==> config.mk <==
export PLATFORM = sky130hd
export DESIGN_NAME = fce_engine
export DESIGN_NICKNAME = d
export VERILOG_FILES = /design/src/rtl/fce_pkg.sv /design/src/rtl/fce_shift.sv /design/src/rtl/fce_regs.sv /design/src/rtl/fce_seq.sv /design/src/rtl/fce_engine.sv
export SDC_FILE = /design/constraint.sdc
export NUM_CORES = 1
export LEC_CHECK = 0
export ABC_AREA = 1
export ABC_CLOCK_PERIOD_IN_PS = 2400
export BUFFER_PORTS_ARGS = -buffer_cell sky130_fd_sc_hd__buf_2
export CORE_MARGIN = 2
export CORE_UTILIZATION = 30
export DETAILED_ROUTE_END_ITERATION = 10
export PLACE_DENSITY = 0.58
export REMOVE_ABC_BUFFERS = 1
export SLEW_MARGIN = 20
export SYNTH_ARGS = -nofsm -noshare
export SYNTH_HDL_FRONTEND = slang
export SYNTH_SLANG_ARGS = --single-unit
==> constraint.sdc <==
create_clock -name clk -period 2.4 [get_ports clk]
set_input_delay 0.48 -clock clk [delete_from_list [all_inputs] [get_ports clk]]
set_output_delay 0.48 -clock clk [all_outputs]
set_load 0.01 [all_outputs]
==> src/rtl/fce_pkg.sv <==
package fce_pkg;

  localparam int BYTE_W     = 8;
  localparam int WORD_W     = 32;
  localparam int WIN_BYTES  = 8;
  localparam int WIN_W      = WIN_BYTES * BYTE_W;
  localparam int IDX_W      = $clog2(WIN_BYTES);
  localparam int DUMMY_W    = 5;
  localparam int NBITS_W    = $clog2(BYTE_W) + 1;
  localparam int CTRL_W     = 25;

  typedef struct packed {
    logic               exec;
    logic [DUMMY_W-1:0] dummy;
    logic [IDX_W-1:0]   wr_cnt;
    logic               wr_en;
    logic [1:0]         ad_cnt;
    logic               ad_en;
    logic [IDX_W-1:0]   rd_cnt;
    logic               rd_en;
    logic [BYTE_W-1:0]  opcode;
  } ctrl_t;

  typedef enum logic [1:0] {
    SEL_CTRL = 2'd0,
    SEL_ADDR = 2'd1,
    SEL_WLO  = 2'd2,
    SEL_WHI  = 2'd3
  } regsel_e;

  typedef enum logic [2:0] {
    PH_OPC, PH_ADDR, PH_DUMMY, PH_WR, PH_RD, PH_END
  } phase_e;

  typedef enum logic [1:0] {
    ST_IDLE, ST_RUN, ST_HOLD
  } state_e;

  // Next enabled phase after ph.
  function automatic phase_e next_phase(phase_e ph, ctrl_t c);
    if (ph == PH_OPC && c.ad_en) return PH_ADDR;
    if ((ph == PH_OPC || ph == PH_ADDR) && c.dummy != '0) return PH_DUMMY;
    if ((ph == PH_OPC || ph == PH_ADDR || ph == PH_DUMMY) && c.wr_en) return PH_WR;
    if (ph != PH_RD && ph != PH_END && c.rd_en) return PH_RD;
    return PH_END;
  endfunction

  // Address byte for step idx: most significant selected byte goes first.
  function automatic logic [BYTE_W-1:0] addr_byte(logic [WORD_W-1:0] a,
                                                   logic [1:0] cnt,
                                                   logic [IDX_W-1:0] idx);
    logic [1:0]        pos;
    logic [WORD_W-1:0] sh;
    pos = cnt - idx[1:0];
    sh  = a >> {pos, 3'b000};
    return sh[BYTE_W-1:0];
  endfunction

  // Dummy clocks handed to the shifter in one go.
  function automatic logic [NBITS_W-1:0] dummy_chunk(logic [DUMMY_W-1:0] left);
    if (left > DUMMY_W'(BYTE_W)) return NBITS_W'(BYTE_W);
    return left[NBITS_W-1:0];
  endfunction

endpackage

==> src/rtl/fce_shift.sv <==
module fce_shift
  import fce_pkg::*;
#(
  parameter int HALF_DIV = 2
) (
  input  logic               clk,
  input  logic               rst_n,
  input  logic               start,
  input  logic [BYTE_W-1:0]  tx_byte,
  input  logic [NBITS_W-1:0] nbits,
  input  logic               drive,
  input  logic               miso,
  output logic               busy,
  output logic               done,
  output logic [BYTE_W-1:0]  rx_byte,
  output logic               sclk,
  output logic               mosi,
  output logic               mosi_oe
);

  localparam int CW = (HALF_DIV > 1) ? $clog2(HALF_DIV) : 1;
  localparam logic [CW-1:0] CNT_TOP = CW'(HALF_DIV - 1);

  logic [CW-1:0]      cnt_q;
  logic [NBITS_W-1:0] left_q;
  logic [BYTE_W-1:0]  tx_q, rx_q;
  logic               busy_q, done_q, sclk_q, drv_q;
  logic               half_end;

  assign half_end = (cnt_q == '0);

  always_ff @(posedge clk or negedge rst_n) begin
    if (!rst_n) begin
      cnt_q  <= '0;
      left_q <= '0;
      tx_q   <= '0;
      rx_q   <= '0;
      busy_q <= 1'b0;
      done_q <= 1'b0;
      sclk_q <= 1'b0;
      drv_q  <= 1'b0;
    end else begin
      done_q <= 1'b0;
      if (!busy_q) begin
        if (start) begin
          busy_q <= 1'b1;
          tx_q   <= tx_byte;
          left_q <= nbits;
          cnt_q  <= CNT_TOP;
          sclk_q <= 1'b0;
          drv_q  <= drive;
          rx_q   <= '0;
        end
      end else if (!half_end) begin
        cnt_q <= cnt_q - 1'b1;
      end else begin
        cnt_q <= CNT_TOP;
        if (!sclk_q) begin
          sclk_q <= 1'b1;
          rx_q   <= {rx_q[BYTE_W-2:0], miso};
        end else begin
          sclk_q <= 1'b0;
          tx_q   <= {tx_q[BYTE_W-2:0], 1'b0};
          left_q <= left_q - 1'b1;
          if (left_q == NBITS_W'(1)) begin
            busy_q <= 1'b0;
            done_q <= 1'b1;
          end
        end
      end
    end
  end

  assign busy    = busy_q;
  assign done    = done_q;
  assign rx_byte = rx_q;
  assign sclk    = sclk_q;
  assign mosi_oe = busy_q & drv_q;
  assign mosi    = busy_q & drv_q & tx_q[BYTE_W-1];

endmodule

==> src/rtl/fce_regs.sv <==
module fce_regs
  import fce_pkg::*;
(
  input  logic              clk,
  input  logic              rst_n,
  input  logic              reg_we,
  input  logic [1:0]        reg_sel,
  input  logic [WORD_W-1:0] reg_wdata,
  input  logic              locked,
  output ctrl_t             ctrl_q,
  output logic [WORD_W-1:0] addr_q,
  output logic [WIN_W-1:0]  wdata_q,
  output logic              exec_go
);

  logic wr_ok;
  assign wr_ok   = reg_we && !locked;
  assign exec_go = wr_ok && (regsel_e'(reg_sel) == SEL_CTRL) && reg_wdata[CTRL_W-1];

  always_ff @(posedge clk or negedge rst_n) begin
    if (!rst_n) begin
      ctrl_q  <= '0;
      addr_q  <= '0;
      wdata_q <= '0;
    end else if (wr_ok) begin
      case (regsel_e'(reg_sel))
        SEL_CTRL: ctrl_q <= ctrl_t'(reg_wdata[CTRL_W-1:0]);
        SEL_ADDR: addr_q <= reg_wdata;
        SEL_WLO:  wdata_q[WORD_W-1:0] <= reg_wdata;
        default:  wdata_q[WIN_W-1:WORD_W] <= reg_wdata;
      endcase
    end
  end

endmodule

==> src/rtl/fce_seq.sv <==
module fce_seq
  import fce_pkg::*;
(
  input  logic               clk,
  input  logic               rst_n,
  input  logic               exec_go,
  input  ctrl_t              ctrl,
  input  logic [WORD_W-1:0]  addr,
  input  logic [WIN_W-1:0]   wdata,
  input  logic               sh_busy,
  input  logic               sh_done,
  input  logic [BYTE_W-1:0]  sh_rx,
  output logic               sh_start,
  output logic [BYTE_W-1:0]  sh_tx,
  output logic [NBITS_W-1:0] sh_nbits,
  output logic               sh_drive,
  output logic               cs_n,
  output logic               in_progress,
  output logic               eng_idle,
  output logic [WIN_W-1:0]   rdata
);

  state_e             state_q;
  phase_e             phase_q, nph;
  logic [IDX_W-1:0]   idx_q;
  logic [DUMMY_W-1:0] dleft_q;
  logic               pending_q, cs_n_q, last_piece;
  logic [WIN_W-1:0]   rdata_q;
  logic [NBITS_W-1:0] chunk;

  assign nph      = next_phase(phase_q, ctrl);
  assign chunk    = dummy_chunk(dleft_q);
  assign sh_start = (state_q == ST_RUN) && !pending_q && !sh_busy && (phase_q != PH_END);

  always_comb begin
    sh_tx    = '0;
    sh_nbits = NBITS_W'(BYTE_W);
    sh_drive = 1'b1;
    case (phase_q)
      PH_OPC:   sh_tx = ctrl.opcode;
      PH_ADDR:  sh_tx = addr_byte(addr, ctrl.ad_cnt, idx_q);
      PH_DUMMY: begin sh_nbits = chunk; sh_drive = 1'b0; end
      PH_WR:    sh_tx = wdata[{idx_q, 3'b000} +: BYTE_W];
      default:  sh_drive = 1'b0;
    endcase
  end

  always_comb begin
    case (phase_q)
      PH_ADDR:  last_piece = (idx_q == {1'b0, ctrl.ad_cnt});
      PH_DUMMY: last_piece = ({1'b0, chunk} == dleft_q);
      PH_WR:    last_piece = (idx_q == ctrl.wr_cnt);
      PH_RD:    last_piece = (idx_q == ctrl.rd_cnt);
      default:  last_piece = 1'b1;
    endcase
  end

  always_ff @(posedge clk or negedge rst_n) begin
    if (!rst_n) begin
      state_q   <= ST_IDLE;
      phase_q   <= PH_END;
      idx_q     <= '0;
      dleft_q   <= '0;
      pending_q <= 1'b0;
      cs_n_q    <= 1'b1;
      rdata_q   <= '0;
    end else begin
      case (state_q)
        ST_IDLE: begin
          if (exec_go) begin
            state_q   <= ST_RUN;
            phase_q   <= PH_OPC;
            idx_q     <= '0;
            pending_q <= 1'b0;
            cs_n_q    <= 1'b0;
            rdata_q   <= '0;
          end
        end
        ST_RUN: begin
          if (sh_start) pending_q <= 1'b1;
          if (sh_done) begin
            pending_q <= 1'b0;
            if (phase_q == PH_RD) rdata_q[{idx_q, 3'b000} +: BYTE_W] <= sh_rx;
            if (phase_q == PH_DUMMY) dleft_q <= dleft_q - DUMMY_W'(chunk);
            if (last_piece) begin
              phase_q <= nph;
              idx_q   <= '0;
              if (nph == PH_DUMMY) dleft_q <= ctrl.dummy;
            end else begin
              idx_q <= idx_q + 1'b1;
            end
          end
          if (phase_q == PH_END && !pending_q) begin
            state_q <= ST_HOLD;
            cs_n_q  <= 1'b1;
          end
        end
        default: state_q <= ST_IDLE;
      endcase
    end
  end

  assign cs_n        = cs_n_q;
  assign in_progress = (state_q != ST_IDLE);
  assign eng_idle    = (state_q == ST_IDLE) && cs_n_q;
  assign rdata       = rdata_q;

endmodule

==> src/rtl/fce_engine.sv <==
module fce_engine
  import fce_pkg::*;
#(
  parameter int HALF_DIV = 2
) (
  input  logic        clk,
  input  logic        rst_n,
  input  logic        reg_we,
  input  logic [1:0]  reg_sel,
  input  logic [31:0] reg_wdata,
  output logic [31:0] rdata_lo,
  output logic [31:0] rdata_hi,
  output logic        in_progress,
  output logic        eng_idle,
  output logic        spi_cs_n,
  output logic        spi_sclk,
  output logic        spi_mosi,
  output logic        spi_mosi_oe,
  input  logic        spi_miso
);

  ctrl_t              ctrl_q;
  logic [WORD_W-1:0]  addr_q;
  logic [WIN_W-1:0]   wdata_q, rdata_w;
  logic               exec_go;
  logic               sh_start, sh_busy, sh_done, sh_drive;
  logic [BYTE_W-1:0]  sh_tx, sh_rx;
  logic [NBITS_W-1:0] sh_nbits;

  fce_regs u_regs (
    .clk       (clk),
    .rst_n     (rst_n),
    .reg_we    (reg_we),
    .reg_sel   (reg_sel),
    .reg_wdata (reg_wdata),
    .locked    (in_progress),
    .ctrl_q    (ctrl_q),
    .addr_q    (addr_q),
    .wdata_q   (wdata_q),
    .exec_go   (exec_go)
  );

  fce_seq u_seq (
    .clk         (clk),
    .rst_n       (rst_n),
    .exec_go     (exec_go),
    .ctrl        (ctrl_q),
    .addr        (addr_q),
    .wdata       (wdata_q),
    .sh_busy     (sh_busy),
    .sh_done     (sh_done),
    .sh_rx       (sh_rx),
    .sh_start    (sh_start),
    .sh_tx       (sh_tx),
    .sh_nbits    (sh_nbits),
    .sh_drive    (sh_drive),
    .cs_n        (spi_cs_n),
    .in_progress (in_progress),
    .eng_idle    (eng_idle),
    .rdata       (rdata_w)
  );

  fce_shift #(.HALF_DIV(HALF_DIV)) u_shift (
    .clk     (clk),
    .rst_n   (rst_n),
    .start   (sh_start),
    .tx_byte (sh_tx),
    .nbits   (sh_nbits),
    .drive   (sh_drive),
    .miso    (spi_miso),
    .busy    (sh_busy),
    .done    (sh_done),
    .rx_byte (sh_rx),
    .sclk    (spi_sclk),
    .mosi    (spi_mosi),
    .mosi_oe (spi_mosi_oe)
  );

  assign rdata_lo = rdata_w[WORD_W-1:0];
  assign rdata_hi = rdata_w[WIN_W-1:WORD_W];

endmodule

==> results.txt, run 1 <==
Core area: 0.0337 sq mm
Final Util: 0.366
Post-CTS Setup Inserts: 0
Hold Path Depth: 3
Reg-to-Reg End: u_seq.rdata[35]
CTS clk-pin slew, worst paths: 0.06 ns
CP required: 2.81 ns
FF-to-FF Start: u_seq.idx_q[0]
Area growth, synth to finish: 19.9%
MaxCap Viol Count: 0
Row count: 67
Synth warnings: 0
Antenna violations before repair: 1
Leak pwr: 5.97 nW
I/O Buffers: 107
Grt ovf: 0
Hold Vio Cnt, Final: 0
Crit path time final: 2.18 ns
Placed Cells: 1767
Post-DRT Antenna Nets: 0
Synthesis-stage register bit count: 224
CP Launch Type: flop
Clock Latency Late Sink: 0.52 ns
Clock Path Buffers: 3
Total track usage: 0.162
Largest area contributor in the synthesized netlist: dfrtp_1
DRC: 0
Clk root buf: clkbuf_16
Pwr dens: 1160 mW/mm^2
Die H: 189 um
I/O pin total: 108
Sequential-to-total area share from yosys stat: 0.544
FF+latch area: 0.00561 sq mm
Final wirelength: 28700 um
Multi-input gate area: 0.00404 sq mm
Cell variety after synth: 40
Largest net degree at the start of global routing: 65
CTS tree: done
HP Class: in2reg
FFs w/ async S/R, synth: 1.00
Non-filler cells, final: 1810
GPL Wtd Cong: 0.850
Worst slack at placement: 0.225 ns
Fill count: 3532
R2R setup slack: 0.22 ns
Final setup violation count: 0
Cell types occupying the most area after synthesis: dfrtp_1 54%, nand2_1 12%, o21ai_0 8.0%, inv_1 3.8%, nand3_1 3.7%
DRT Pass-1 Iters: 5
Area share of the largest cell type after synthesis: 0.537
Commonest register cell after synthesis: dfrtp_1
Die ar.: 0.0358 sq mm
Final WS setup: 0.225 ns
H-tree depth: 1
R2R depth: 9
Drt first-iter violations: 683
Hold Crit Start: spi_miso
Clock Skews: 0.00956 ns
Fin nets: 1394
Total number of vias: 8861
Vias per Instance: 4.90
Die Width: 189 um
CP Max Fanout: 16
First-pass GRT wire length: 46600 um
RSZ-0062 raised after global routing: no
Crit path kind: reg2reg
Ant diodes: 0
Worst Hold Path EP: u_shift.rx_byte[0]
Pwr Total: 14.3 mW
Syn Area/Cell: 8.37 sq um
Tcrit/Tclk final: 0.906
Initial Utilization: 0.306
Post-DP HPWL: 20200 um
Post-Route Setup TNS: 0 ns
Maximum vdd drop: 561 uV
Mapped Cells: 1231
Worst Setup End Kind: flop
Slew Viols, Final: 0
Drt wl/cell: 15.9 um
Clk sink count: 224
Total clock buffers created by CTS: 24
Run status: finished, final reports clean
Post-synth EDFFs: 0
Vias in the first global route: 8308
Post-Syn Area: 0.0103 sq mm
Worst Path Arrival: 2.59 ns
Fmax: 460 MHz
Share of post-route cells with drive strength above 1: 0.165
==> repair_timing <==
item                      4_1_cts  5_1_grt
hold endpoints to repair       49        0
hold buffers                    1        0
gates resized for setup         0        0
==> layer usage <==
layer / GRT usage / share of wire / vias up
met4: 0.0334 / 0.018 / 2
met1: 0.237 / 0.48 / 4250
met2: 0.253 / 0.44 / 264
li1: - / - / 4304
met3: 0.0254 / 0.057 / 41
met5: 0 / 0.00045 / -
==> worst max-delay path: stages (launching register included) <==
cell	delay [ns]
dfrtp_1	0.44
inv_2	0.06
ha_1	0.20
ha_1	0.34
inv_1	0.07
nor2_1	0.17
nand3_1	0.09
o21ai_1	0.20
nand2_2	0.22
o31ai_1	0.27
==> final cells by class <==
class,instances,share of cell area
inverters,114,0.0346
clock buffers,35,0.0586
multi-input cells,839,0.327
clock inverters,7,0.00689
well taps,448,0.0454
repair buffers,143,0.0733
flip-flops and latches,224,0.454
==> sequential cells by signal, summed over array words and instances (netlist names), 3 cells and up <==
name             cells
u_shift.left_q       4
u_seq.rdata         64
u_regs.wdata_q      64
u_regs.addr_q       32
u_regs.ctrl_q       24
u_seq.dleft_q        5
u_seq.phase_q        3
u_seq.idx_q          3
u_shift.rx_byte      8
u_shift.tx_q         8
==> kinds of logic after synthesis <==
logic type	synth area share
flip-flops	0.544
AND/OR/NAND/NOR	0.220
buffers and inverters	0.0650
other	0.000364
AO/OA/AOI/OAI	0.155
adder cells (fa/ha/maj)	0.0121
XOR/XNOR	0.00255
==> how the worst max path moves through the flow <==
stage	start	end	slack (ns)	depth (start not counted)
2_1_floorplan	u_seq.idx_q[0]	u_seq.rdata[0]	-0.53	7
3_3_place_gp	reg_we	u_seq.rdata[60]	0.28	11
3_5_place_dp	reg_we	u_seq.rdata[60]	0.23	11
4_1_cts	u_seq.idx_q[0]	u_seq.rdata[39]	0.25	9
5_1_grt	u_seq.state_q[1]	u_seq.rdata[61]	0.04	11
6_report	u_seq.idx_q[0]	u_seq.rdata[35]	0.22	9
==> metrics by stage <==
step,hold WS (ns),cell area [sq um]
2_1_floorplan,0.184,10100
3_3_place_gp,0.437,11500
3_5_place_dp,0.440,11500
4_1_cts,0.248,12400
5_1_grt,0.269,12400
6_report,0.251,12400
==> Yosys cell counts (2+ instances only) <==
| library cell | instances |
|---|---|
| clkinv_1 | 2 |
| nand3_1 | 77 |
| dfrtp_1 | 221 |
| o211ai_1 | 6 |
| xnor2_1 | 2 |
| clkbuf_1 | 40 |
| inv_1 | 104 |
| inv_2 | 8 |
| o21ai_1 | 60 |
| nand3_2 | 12 |
| dfstp_2 | 3 |
| nor3_1 | 12 |
| o31ai_1 | 8 |
| buf_2 | 7 |
| ha_1 | 10 |
| buf_6 | 3 |
| nand2_4 | 2 |
| nand4_1 | 13 |
| buf_4 | 2 |
| a21oi_1 | 13 |
| buf_1 | 2 |
| o22ai_1 | 19 |
| o21ai_0 | 164 |
| nor2_1 | 76 |
| nor2_2 | 4 |
| o21ai_2 | 6 |
| nand2_2 | 2 |
| o221ai_1 | 11 |
| nand2_1 | 331 |
==> layout by cell type (no fill, tap or decap), drive strengths merged, types with 7 or more instances in the layout <==
cell type,instances
o22ai,19
clkinv,7
dfrtp,221
nand2,335
ha,10
nor2,81
clkbuf,35
nand3,89
nor3,13
nand4,13
inv,112
buf,142
o31ai,8
o221ai,11
a21oi,14
o21ai,230
==> where the power goes <==
group | leakage (nW) | internal, mW | total, mW | switching (mW)
Clock | 0.404 | 2.29 | 3.80 | 1.51
Combinational | 2.68 | 1.67 | 4.62 | 2.94
Sequential | 2.88 | 5.13 | 5.93 | 0.809
No activity file was read; power rests on OpenSTA's default activity.
==> inputs of run 2 (changes only) <==
--- a/config.mk
+++ b/config.mk
@@ -5,8 +5,7 @@
 export SDC_FILE = /design/constraint.sdc
 export NUM_CORES = 1
 export LEC_CHECK = 0
-export ABC_AREA = 1
-export ABC_CLOCK_PERIOD_IN_PS = 2400
+export ABC_CLOCK_PERIOD_IN_PS = 1790
 export BUFFER_PORTS_ARGS = -buffer_cell sky130_fd_sc_hd__buf_2
 export CORE_MARGIN = 2
 export CORE_UTILIZATION = 30
==> constraint.sdc (replaced) <==
create_clock -name clk -period 1.79 [get_ports clk]
set_input_delay 0.358 -clock clk [delete_from_list [all_inputs] [get_ports clk]]
set_output_delay 0.358 -clock clk [all_outputs]
set_load 0.01 [all_outputs]
==> results.txt, run 2 <==
Initial Utilization: 0.304 (was 0.306)
Vias in the first global route: 7627 (was 8308)
Syn Area/Cell: 12.4 sq um (was 8.37 sq um)
Cell variety after synth: 68 (was 40)
Drt wl/cell: 18.3 um (was 15.9 um)
Total number of vias: 7466 (was 8861)
FFs w/ async S/R, synth: 1.00 (unchanged)
Total track usage: 0.150 (was 0.162)
MaxCap Viol Count: 0 (unchanged)
H-tree depth: 1 (unchanged)
Pwr dens: 777 mW/mm^2 (was 1160 mW/mm^2)
Mapped Cells: 818 (was 1231)
Top Metal Used: met4 (was met5)
Post-DP HPWL: 18300 um (was 20200 um)
Antenna violations before repair: 0 (was 1)
Sequential-to-total area share from yosys stat: 0.554 (was 0.544)
GPL Wtd Cong: 0.860 (was 0.850)
Area share of the largest cell type after synthesis: 0.546 (was 0.537)
Worst path max stage delay: 0.41 ns (was 0.44 ns)
Clock Skews: 0.0108 ns (was 0.00956 ns)
Total clock buffers created by CTS: 25 (was 24)
CTS tree: done (unchanged)
Fin nets: 1087 (was 1394)
Most frequent cells in the layout: 218 x dfrtp_1, 112 x nand2_1, 107 x buf_2, 100 x buf_4, 94 x mux2_2 (was 331 x nand2_1, 221 x dfrtp_1, 164 x o21ai_0, 106 x buf_2, 104 x inv_1)
Slowest cell on crit path: dfstp_2 (was dfrtp_1)
Detail Route met2 WL: 13100 um (was 12800 um)
Worst slack at placement: -0.370 ns (was 0.225 ns)
HP Class: in2reg (unchanged)
R2R setup slack: -0.34 ns (was 0.22 ns)
Final wirelength: 27600 um (was 28700 um)
Row count: 67 (unchanged)
Post-Route M1 WL: 12300 um (was 13800 um)
Post-DRT Antenna Nets: 0 (unchanged)
Final setup violation count: 87 (was 0)
Clock Path Buffers: 3 (unchanged)
Cell types occupying the most area after synthesis: dfrtp_1 55%, mux2_2 13%, mux4_2 5.3%, a22o_1 4.9%, nand2_1 4.6% (was dfrtp_1 54%, nand2_1 12%, o21ai_0 8.0%, inv_1 3.8%, nand3_1 3.7%)
Post-Syn Area: 0.0101 sq mm (was 0.0103 sq mm)
Hold Vio Cnt, Final: 0 (unchanged)
Largest area contributor in the synthesized netlist: dfrtp_1 (unchanged)
Drt first-iter violations: 383 (was 683)
Tcrit/Tclk final: 1.19 (was 0.906)
CP required: 2.21 ns (was 2.81 ns)
Crit path time final: 2.13 ns (was 2.18 ns)
Measured slew at the worst slew-check pin: 0.530 ns
Fmax: 469 MHz (was 460 MHz)
CP Launch Type: flop (unchanged)
Die ar.: 0.0353 sq mm (was 0.0358 sq mm)
Worst Path Arrival: 2.55 ns (was 2.59 ns)
Final Util: 0.409 (was 0.366)
Synth warnings: 0 (unchanged)
Synthesis-stage register bit count: 224 (unchanged)
Fill count: 3204 (was 3532)
Ant diodes: 0 (unchanged)
Slew Viols, Final: 0 (unchanged)
Crit path kind: reg2reg (unchanged)
First-pass GRT wire length: 42800 um (was 46600 um)
Slew margin rel.: 0.647
Most common cell in the netlist: dfrtp_1 (was nand2_1)
CP Max Fanout: 4 (was 16)
Die Width: 188 um (was 189 um)
Final WS setup: -0.342 ns (was 0.225 ns)
Maximum vdd drop: 694 uV (was 561 uV)
I/O pin total: 108 (unchanged)
Area growth, synth to finish: 34.8% (was 19.9%)
Most common cell after layout, fill and taps aside: dfrtp_1 (was nand2_1)
Clk root buf: clkbuf_16 (unchanged)
Commonest register cell after synthesis: dfrtp_1 (unchanged)
Die H: 188 um (was 189 um)
Failing checks: negative setup slack
Clk sink count: 224 (unchanged)
Run status: complete, but fails checks (was finished, final reports clean)
Share of post-route cells with drive strength above 1: 0.479 (was 0.165)
CTS clk-pin slew, worst paths: 0.06 ns (about the same)
Grt ovf: 0 (unchanged)
I/O Buffers: 107 (unchanged)
Leak pwr: 6.71 nW (was 5.97 nW)
RSZ-0062 raised after global routing: yes (was no)
Worst Setup End Kind: flop (unchanged)
Post-synth EDFFs: 0 (unchanged)
Largest net degree at the start of global routing: 53 (was 65)
DRT Pass-1 Iters: 6 (was 5)
Crit path top cell by count: buf_6 (was ha_1)
Routed wl met3: 1340 um (was 1640 um)
Most frequent cells after synthesis: 221 x dfrtp_1, 123 x nand2_1, 118 x mux2_2, 57 x a22o_1, 34 x o21ai_0 (was 331 x nand2_1, 221 x dfrtp_1, 164 x o21ai_0, 104 x inv_1, 77 x nand3_1)
DRC: 0 (unchanged)
Core area: 0.0334 sq mm (was 0.0337 sq mm)
Clock Latency Late Sink: 0.54 ns (was 0.52 ns)
Vias per Instance: 4.96 (was 4.90)
CP cell instances: buf_6, and3_1, a41o_1, o21bai_4, xnor2_4, o31ai_4, buf_6, nor2_2, a221o_1 (was inv_2, ha_1, ha_1, inv_1, nor2_1, nand3_1, o21ai_1, nand2_2, o31ai_1)
[run 2: cell types whose count changed in the layout (fill, tap and decap cells not counted), sizes merged, moves of 17 or more]
| cell | before | now |
|---|---|---|
| mux4 | 0 | 24 |
| nor2 | 81 | 26 |
| o22ai | 19 | 2 |
| inv | 112 | 15 |
| nand3 | 89 | 20 |
| a22o | 0 | 57 |
| o21ai | 230 | 36 |
| nand2 | 335 | 123 |
| mux2 | 0 | 118 |
| buf | 142 | 239 |
[run 2: timing repair]
item                                   CTS  global route
setup endpoints to repair              103           130
cloned                                   3             4
pin swaps                               31            20
hold buffers                             1             0
endpoints found under the hold margin   42             0
buffers inserted                        20            13
gates resized for setup                 83            64
[run 2: cell families after synthesis]
group / Yosys count / synth area share
AO/OA/AOI/OAI: 154 / 0.117
XOR/XNOR: 5 / 0.00432
adder cells (fa/ha/maj): 10 / 0.0123
buffers and inverters: 63 / 0.0264
flip-flops: 224 / 0.554
multiplexers: 142 / 0.184
other: 1 / 0.000370
AND/OR/NAND/NOR: 219 / 0.102
[run 2: worst max-delay path, delay by kind of cell, from the launching register on]
family          cells  cell delay, ns
compound gates      4            0.98
flops               1            0.41
buf+inv             2            0.29
simple gates        2            0.17
xor+xnor            1            0.16
[run 2: per-stage QoR]
step           instance area [sq um]  hold slack, ns  TNS (ns)  std cells  total power [mW]
4_1_cts                        13200          0.0117    -11.41       1488              10.8
6_report                       13700          0.0316    -14.95       1504              10.6
3_3_place_gp                   11900           0.317    -17.82       1421              5.45
5_1_grt                        13700          0.0194    -21.65       1504              11.0
3_5_place_dp                   11900           0.324    -21.90       1421              5.46
2_1_floorplan                   9920          0.0624   -131.32        769              5.21
[run 2: cell type report]
class | instances | area, sq um | area share
clock buffers | 36 | 727 | 0.0532
well taps | 448 | 561 | 0.0410
clock inverters | 8 | 115 | 0.00843
repair buffers | 243 | 1850 | 0.136
multi-input cells | 531 | 4730 | 0.347
inverters | 14 | 55.1 | 0.00403
flip-flops and latches | 224 | 5610 | 0.411
[run 2: worst paths after layout]
check / from / end / cells after the start
min: spi_miso / u_shift.rx_byte[0] / 3
min reg2reg: u_shift.tx_q[3] / u_shift.tx_q[3] / 2
max reg2reg: u_seq.phase_q[2] / u_seq.idx_q[2] / 9
max in group asynchronous: rst_n / u_seq.rdata[37] / 3
max: u_seq.phase_q[2] / u_seq.idx_q[2] / 9
min in group asynchronous: rst_n / u_seq.rdata[1] / 2
[run 2: metal layers]
layer	track usage	vias up
li1	-	3444
met5	0	-
met3	0.0241	42
met2	0.246	190
met1	0.207	3790
met4	0.0409	0
[run 2: report_power, final]
part	total (mW)	leakage (nW)	internal, mW	switching [mW]
Sequential	5.10	3.02	5.08	0.0264
Clock	5.24	0.417	3.13	2.12
Combinational	0.258	3.27	0.0789	0.179
Total	10.6	6.71	8.28	2.32
